`src/rtl/ptmr_pkg.sv`:
```
package ptmr_pkg;

    localparam int ADDR_W = 2;

    localparam logic [ADDR_W-1:0] ADR_CTRL = 2'd0;
    localparam logic [ADDR_W-1:0] ADR_PER  = 2'd1;
    localparam logic [ADDR_W-1:0] ADR_DIV  = 2'd2;
    localparam logic [ADDR_W-1:0] ADR_STAT = 2'd3;

    // bit 0 en, bit 1 stage, bit 2 evt_dis
    typedef struct packed {
        logic evt_dis;
        logic stage;
        logic en;
    } ctrl_t;

    localparam int CTRL_W = $bits(ctrl_t);

endpackage

```
`src/rtl/ptmr_regs.sv`:
```
module ptmr_regs
    import ptmr_pkg::*;
#(
    parameter int            CNT_W   = 16,
    parameter int            DIV_W   = 16,
    parameter int            DATA_W  = 16,
    parameter logic [CNT_W-1:0] PER_RST = '1
) (
    input  logic              clk,
    input  logic              rst_n,
    input  logic              wr_en_i,
    input  logic [ADDR_W-1:0] wr_addr_i,
    input  logic [DATA_W-1:0] wr_data_i,
    input  logic              evt_now_i,
    output ctrl_t             ctrl_o,
    output logic [CNT_W-1:0]  per_o,
    output logic [DIV_W-1:0]  div_o,
    output logic              flag_o,
    output logic              run_o
);

    typedef struct packed {
        ctrl_t            ctrl;
        logic [CNT_W-1:0] per;
        logic [DIV_W-1:0] dv;
        logic             flag;
        logic             run;
    } reg_st_t;

    reg_st_t st_d, st_q;
    logic    clr;

    always_comb begin
        st_d = st_q;
        clr  = 1'b0;
        if (wr_en_i) begin
            unique case (wr_addr_i)
                ADR_CTRL: st_d.ctrl = ctrl_t'(wr_data_i[CTRL_W-1:0]);
                ADR_PER:  st_d.per  = wr_data_i[CNT_W-1:0];
                ADR_DIV:  st_d.dv   = wr_data_i[DIV_W-1:0];
                default:  clr       = wr_data_i[0];
            endcase
        end
        // a new event outranks a simultaneous clear
        st_d.flag = (st_q.flag & ~clr) | evt_now_i;
        // one-clock synchroniser stage on the enable
        st_d.run  = st_q.ctrl.en;
    end

    always_ff @(posedge clk or negedge rst_n) begin
        if (!rst_n) begin
            st_q      <= '0;
            st_q.per  <= PER_RST;
        end else begin
            st_q <= st_d;
        end
    end

    assign ctrl_o = st_q.ctrl;
    assign per_o  = st_q.per;
    assign div_o  = st_q.dv;
    assign flag_o = st_q.flag;
    assign run_o  = st_q.run;

endmodule

```
`src/rtl/ptmr_core.sv`:
```
module ptmr_core #(
    parameter int               CNT_W   = 16,
    parameter int               DIV_W   = 16,
    parameter logic [CNT_W-1:0] PER_RST = '1
) (
    input  logic             clk,
    input  logic             rst_n,
    input  logic             run_i,
    input  logic             halt_i,
    input  logic             stage_i,
    input  logic             evt_dis_i,
    input  logic [CNT_W-1:0] per_i,
    input  logic [DIV_W-1:0] div_i,
    output logic [CNT_W-1:0] cnt_o,
    output logic             evt_now_o,
    output logic             evt_o
);

    typedef struct packed {
        logic [DIV_W-1:0] div_cnt;
        logic [DIV_W-1:0] div_sh;
        logic [CNT_W-1:0] cnt;
        logic [CNT_W-1:0] per_sh;
        logic             evt;
    } core_st_t;

    core_st_t         st_d, st_q;
    logic [CNT_W-1:0] per_act;
    logic             tick;

    always_comb begin
        st_d      = st_q;
        evt_now_o = 1'b0;
        per_act   = stage_i ? st_q.per_sh : per_i;
        tick      = run_i & ~halt_i;
        // unstaged: shadow tracks the register so a later switch is seamless
        if (!stage_i) st_d.per_sh = per_i;
        if (tick) begin
            if (st_q.div_cnt >= st_q.div_sh) begin
                st_d.div_cnt = '0;
                if (st_q.cnt >= per_act) begin
                    st_d.cnt = '0;
                    if (!evt_dis_i) begin
                        evt_now_o   = 1'b1;
                        st_d.div_sh = div_i;
                        st_d.per_sh = per_i;
                    end
                end else begin
                    st_d.cnt = st_q.cnt + 1'b1;
                end
            end else begin
                st_d.div_cnt = st_q.div_cnt + 1'b1;
            end
        end
        st_d.evt = evt_now_o;
    end

    always_ff @(posedge clk or negedge rst_n) begin
        if (!rst_n) begin
            st_q        <= '0;
            st_q.per_sh <= PER_RST;
        end else begin
            st_q <= st_d;
        end
    end

    assign cnt_o = st_q.cnt;
    assign evt_o = st_q.evt;

endmodule

```
`src/rtl/prescaled_timer.sv`:
```
module prescaled_timer
    import ptmr_pkg::*;
#(
    parameter int               CNT_W   = 16,
    parameter int               DIV_W   = 16,
    parameter int               DATA_W  = 16,
    parameter logic [CNT_W-1:0] PER_RST = '1
) (
    input  logic              clk,
    input  logic              rst_n,
    input  logic              wr_en_i,
    input  logic [ADDR_W-1:0] wr_addr_i,
    input  logic [DATA_W-1:0] wr_data_i,
    input  logic              dbg_halt_i,
    output logic [CNT_W-1:0]  cnt_o,
    output logic              ovf_flag_o,
    output logic              ovf_evt_o,
    output logic              active_o
);

    ctrl_t            ctrl;
    logic [CNT_W-1:0] per;
    logic [DIV_W-1:0] dv;
    logic             evt_now;

    ptmr_regs #(
        .CNT_W   (CNT_W),
        .DIV_W   (DIV_W),
        .DATA_W  (DATA_W),
        .PER_RST (PER_RST)
    ) regs_i (
        .clk       (clk),
        .rst_n     (rst_n),
        .wr_en_i   (wr_en_i),
        .wr_addr_i (wr_addr_i),
        .wr_data_i (wr_data_i),
        .evt_now_i (evt_now),
        .ctrl_o    (ctrl),
        .per_o     (per),
        .div_o     (dv),
        .flag_o    (ovf_flag_o),
        .run_o     (active_o)
    );

    ptmr_core #(
        .CNT_W   (CNT_W),
        .DIV_W   (DIV_W),
        .PER_RST (PER_RST)
    ) core_i (
        .clk       (clk),
        .rst_n     (rst_n),
        .run_i     (active_o),
        .halt_i    (dbg_halt_i),
        .stage_i   (ctrl.stage),
        .evt_dis_i (ctrl.evt_dis),
        .per_i     (per),
        .div_i     (dv),
        .cnt_o     (cnt_o),
        .evt_now_o (evt_now),
        .evt_o     (ovf_evt_o)
    );

endmodule

```
`config.mk`:
```
export PLATFORM = sky130hd
export DESIGN_NAME = prescaled_timer
export DESIGN_NICKNAME = d
export VERILOG_FILES = /design/src/rtl/ptmr_pkg.sv /design/src/rtl/ptmr_regs.sv /design/src/rtl/ptmr_core.sv /design/src/rtl/prescaled_timer.sv
export SDC_FILE = /design/constraint.sdc
export NUM_CORES = 1
export LEC_CHECK = 0
export BUFFER_PORTS_ARGS = -buffer_cell sky130_fd_sc_hd__buf_2
export CAP_MARGIN = 25
export CORE_MARGIN = 5
export CORE_UTILIZATION = 50
export DETAILED_ROUTE_END_ITERATION = 12
export GPL_TIMING_DRIVEN = 0
export PLACE_DENSITY_LB_ADDON = 0.2
export SLEW_MARGIN = 15
export SYNTH_ARGS = -nofsm -noshare
export SYNTH_HDL_FRONTEND = slang
export SYNTH_SLANG_ARGS = --single-unit
```
`constraint.sdc`:
```
create_clock -name clk -period 4.7 [get_ports clk]
set_input_delay 1.41 -clock clk [delete_from_list [all_inputs] [get_ports clk]]
set_output_delay 1.41 -clock clk [all_outputs]
set_load 0.005 [all_outputs]
```
==> impl_metrics.csv <==
group,metric,value,unit
outcome,status,"finished clean",
synthesis,netlist_instances,478,
placement,gp_congestion,0.800,
min_path,min_to,"regs_i.run_o$_DFF_PN0_",
placement,io_buffer_count,40,
drt,drcViolationCount,0,
final_layout,fin_nets,586,
synthesis,syn_area,5410,um^2
floorplanning,core,10700,um^2
drt,drt-pass1-iter-count,4,
timing,tightest_slew,1030,ps
final_layout,nFillCells,924,
critical_path,cp_cell_sequence,"clkbuf_1 > clkbuf_1 > mux2i_1 > ha_1 > nand2_1 > or3_4 > o41ai_4 > nor2_2 > or3b_1 > buf_2 > buf_6 > mux2_4",
synthesis,synth.top_cell.area_share,32.4,%
timing,rsz0062_at_grt,"false",
min_path,min_path_cells,0,
critical_path,cp_max_fo,10,
floorplanning,die_area,13000,um^2
synthesis,synth_cell_types,49,
clock_tree,htreeDepth,3,
drt,drt-total-wl,10.6,mm
final_layout,layout.cells.most_common,"dfrtp_1",
global_routing,track_usage,17.8,%
clock_tree,clock-sinks,102,
synthesis,synth-seq-area-share,48.0,%
min_path,min-delay-path-class,"reg -> reg",
synthesis,synth_top_area_cell,"dfrtp_1",
critical_path,crit_top_cell,"clkbuf_1",
synthesis,synth_seq_cells,102,
synthesis,yosysWarnings,0,
synthesis,synth_top_family_by_area,"multiplexers",
synthesis,synth-simple-area-share,10.5,%
floorplanning,pin_count,41,
clock_tree,path_clk_slew,100,ps
clock_tree,cts_buffer_depth,2,
placement,place_ws,437,ps
placement,dp_cells,659,
clock_tree,cts_tree,"done",
synthesis,avgSynthCellArea,11.3,um^2
timing,clock_skew,12.4,ps
critical_path,r2r_cells,12,
drt,drtAntennaViolNets,0,
power_and_ir_drop,power.density,515,nW/um^2
power_and_ir_drop,p_sw_share,34.3,%
min_path,min_from,"regs_i.ctrl_o[0]$_DFFE_PN0P_",
final_layout,final_cell_mix,"dfrtp_1 (70), inv_1 (45), buf_2 (41)",
critical_path,crit_slowest_cell,"clkbuf_1",
power_and_ir_drop,p_int,2.04,mW
drt,dr_total_vias,3594,
clock_tree,cts_made_buffers,9,
final_layout,syn2layout_area_growth,11.5,%
synthesis,synth-adder-area-share,7.87,%
global_routing,gr-total-overflow,0,
run,maxCapViolations,0,
drt,drt-wirelength-per-cell,15.7,um
final_layout,insertedDiodeCount,0,
critical_path,startpoint,"regs_i.ctrl_o[1]$_DFFE_PN0P_",
critical_path,r2r_end,"core_i.st_q[41]$_DFFE_PN0P_",
synthesis,synth-compound-area-share,7.34,%
power_and_ir_drop,finalPower,3.10,mW
critical_path,cp.arrival,4520,ps
global_routing,grt_antenna_before_repair,0,
floorplanning,die_h,114,um
power_and_ir_drop,power_frac_seq,44.8,%
clock_tree,clk_latency,380,ps
critical_path,critical_path.max_stage_delay,610,ps
timing,setup_tns,0,ps
synthesis,synth_area_leaders,"dfrtp_1 (32%), dfstp_2 (16%), ha_1 (7.9%)",
final_layout,final_cells,675,
floorplanning,initial_core_util,50.5,%
timing,relSlewSlack,30.5,%
critical_path,endpoint_kind,"flip-flop",
timing,hold_ws,389,ps
global_routing,grt_max_degree,55,
critical_path,worstSetupPathType,"reg -> reg",
floorplanning,rows,38,
timing,finalHoldViolations,0,
clock_tree,cts_hold_buffers,0,
drt,vias_per_cell,5.32,
drt,drt_iter0_drc,217,
placement,dpl.hpwl,7.86,mm
power_and_ir_drop,ir_drop,0.245,mV
floorplanning,die_w,114,um
global_routing,grt_pass1_vias,3776,
power_and_ir_drop,pwr-share-comb,35.8,%
power_and_ir_drop,power_frac_clock,19.5,%
critical_path,r2r-start,"regs_i.ctrl_o[1]$_DFFE_PN0P_",
timing,period_minus_slack,4260,ps
clock_tree,cts_root_buffer,"clkbuf_8",
timing,worst_slack,444,ps
timing,finalCritPeriodShare,90.5,%
synthesis,syn_nets,534,
power_and_ir_drop,total_leakage_power,2.95,nW
global_routing,grt_pass1_wl,18.4,mm
power_and_ir_drop,power.switching,1.07,mW
timing,fmax,0.235,GHz
timing,setup_viol,0,
clock_tree,cts_setup_buffers,0,
clock_tree,cts.repair.resized,0,
critical_path,cp_data_required_time,4960,ps
critical_path,reg2reg_slack,440,ps
critical_path,cp-start-kind,"flip-flop",
synthesis,synth_xor_area_share,2.11,%
timing,final_max_slew_viol_count,0,
final_layout,drive_gt1_share,30.3,%
synthesis,muxShareOfSynthArea,17.7,%
cells in the mapped netlist, drive strengths merged:
cell	count
a41oi	1
clkbuf	8
or3	2
nand4	13
o21a	3
nor3	7
mux2i	31
dfstp	32
a21boi	11
o21ai	7
o211a	1
nor2b	4
o41ai	1
mux2	53
o311ai	1
nand3	17
nand3b	2
dfrtp	70
o22ai	11
xnor2	3
a31oi	1
a21oi	10
o31a	2
nand2b	4
and3	7
or3b	1
o31ai	1
ha	34
or2	1
a21o	2
a2111oi	1
inv	46
a211o	1
a32o	1
buf	20
nor3b	2
nor2	24
xor2	10
nand2	31
a221oi	1
metrics by stage:
step / util, % / cell area [um^2]
after floorplan: - / 5410
after global placement: 54.0 / 5780
after detailed placement: 54.4 / 5820
after CTS: 56.4 / 6030
after global routing: 56.4 / 6030
final: 56.4 / 6030
routing by layer:
layer / vias to the layer above / global-route usage (%) / wire length, um
met5: - / 0 / 0
met4: 0 / 4.67 / 164
met3: 13 / 4.67 / 305
met2: 38 / 30.3 / 5230
met1: 1788 / 22.7 / 4870
li1: 1755 / - / -
power by group through the flow:
stage          combinational [mW]  clock [mW]  sequential [mW]
3_5_place_dp                 1.13           0             1.41
3_3_place_gp                 1.08           0             1.40
6_report                     1.11       0.604             1.39
5_1_grt                      1.26       0.664             1.43
2_1_floorplan               0.844           0             1.34
4_1_cts                      1.13       0.625             1.39
cells by family after synthesis:
| logic type | after synthesis |
|---|---|
| AO/OA/AOI/OAI | 56 |
| flip-flops | 102 |
| adder cells (fa/ha/maj) | 34 |
| multiplexers | 84 |
| buffers and inverters | 74 |
| AND/OR/NAND/NOR | 115 |
| XOR/XNOR | 13 |
final cells by class:
type / count / area (um^2) / area share [%]
repair buffers: 41 / 234 / 3.88
clock buffers: 10 / 128 / 2.12
plain buffers: 28 / 183 / 3.03
clock inverters: 6 / 86.3 / 1.43
well taps: 140 / 175 / 2.91
multi-input cells: 302 / 2460 / 40.8
inverters: 46 / 173 / 2.86
flip-flops and latches: 102 / 2590 / 43.0
flip-flops by register name, summed over array words and instances, names as in the netlist:
signal / flops
core_i.cnt_o: 16
core_i.evt_o: 1
core_i.st_q: 48
regs_i.ctrl_o: 3
regs_i.div_o: 16
regs_i.flag_o: 1
regs_i.per_o: 16
regs_i.run_o: 1
worst max-delay path, delay by kind of cell, from the launching register on:
kind | cells | cell delay (ps)
buffers and inverters | 4 | 1430
AND/OR/NAND/NOR | 4 | 1020
multiplexers | 2 | 550
AO/OA/AOI/OAI | 1 | 450
adder cells (fa/ha/maj) | 1 | 350
flip-flops | 1 | 330
worst max-delay path by stage:
| stage | slack, ps | to |
|---|---|---|
| floorplan | 1060 | core_i.st_q[37]$_DFFE_PN0P_ |
| global placement | 470 | core_i.st_q[46]$_DFFE_PN0P_ |
| detailed placement | 440 | core_i.st_q[46]$_DFFE_PN0P_ |
| CTS | 420 | core_i.st_q[42]$_DFFE_PN0P_ |
| global route | 150 | core_i.st_q[12]$_DFF_PN1_ |
| finish | 440 | core_i.st_q[41]$_DFFE_PN0P_ |
No activity file was read; power rests on OpenSTA's default activity.
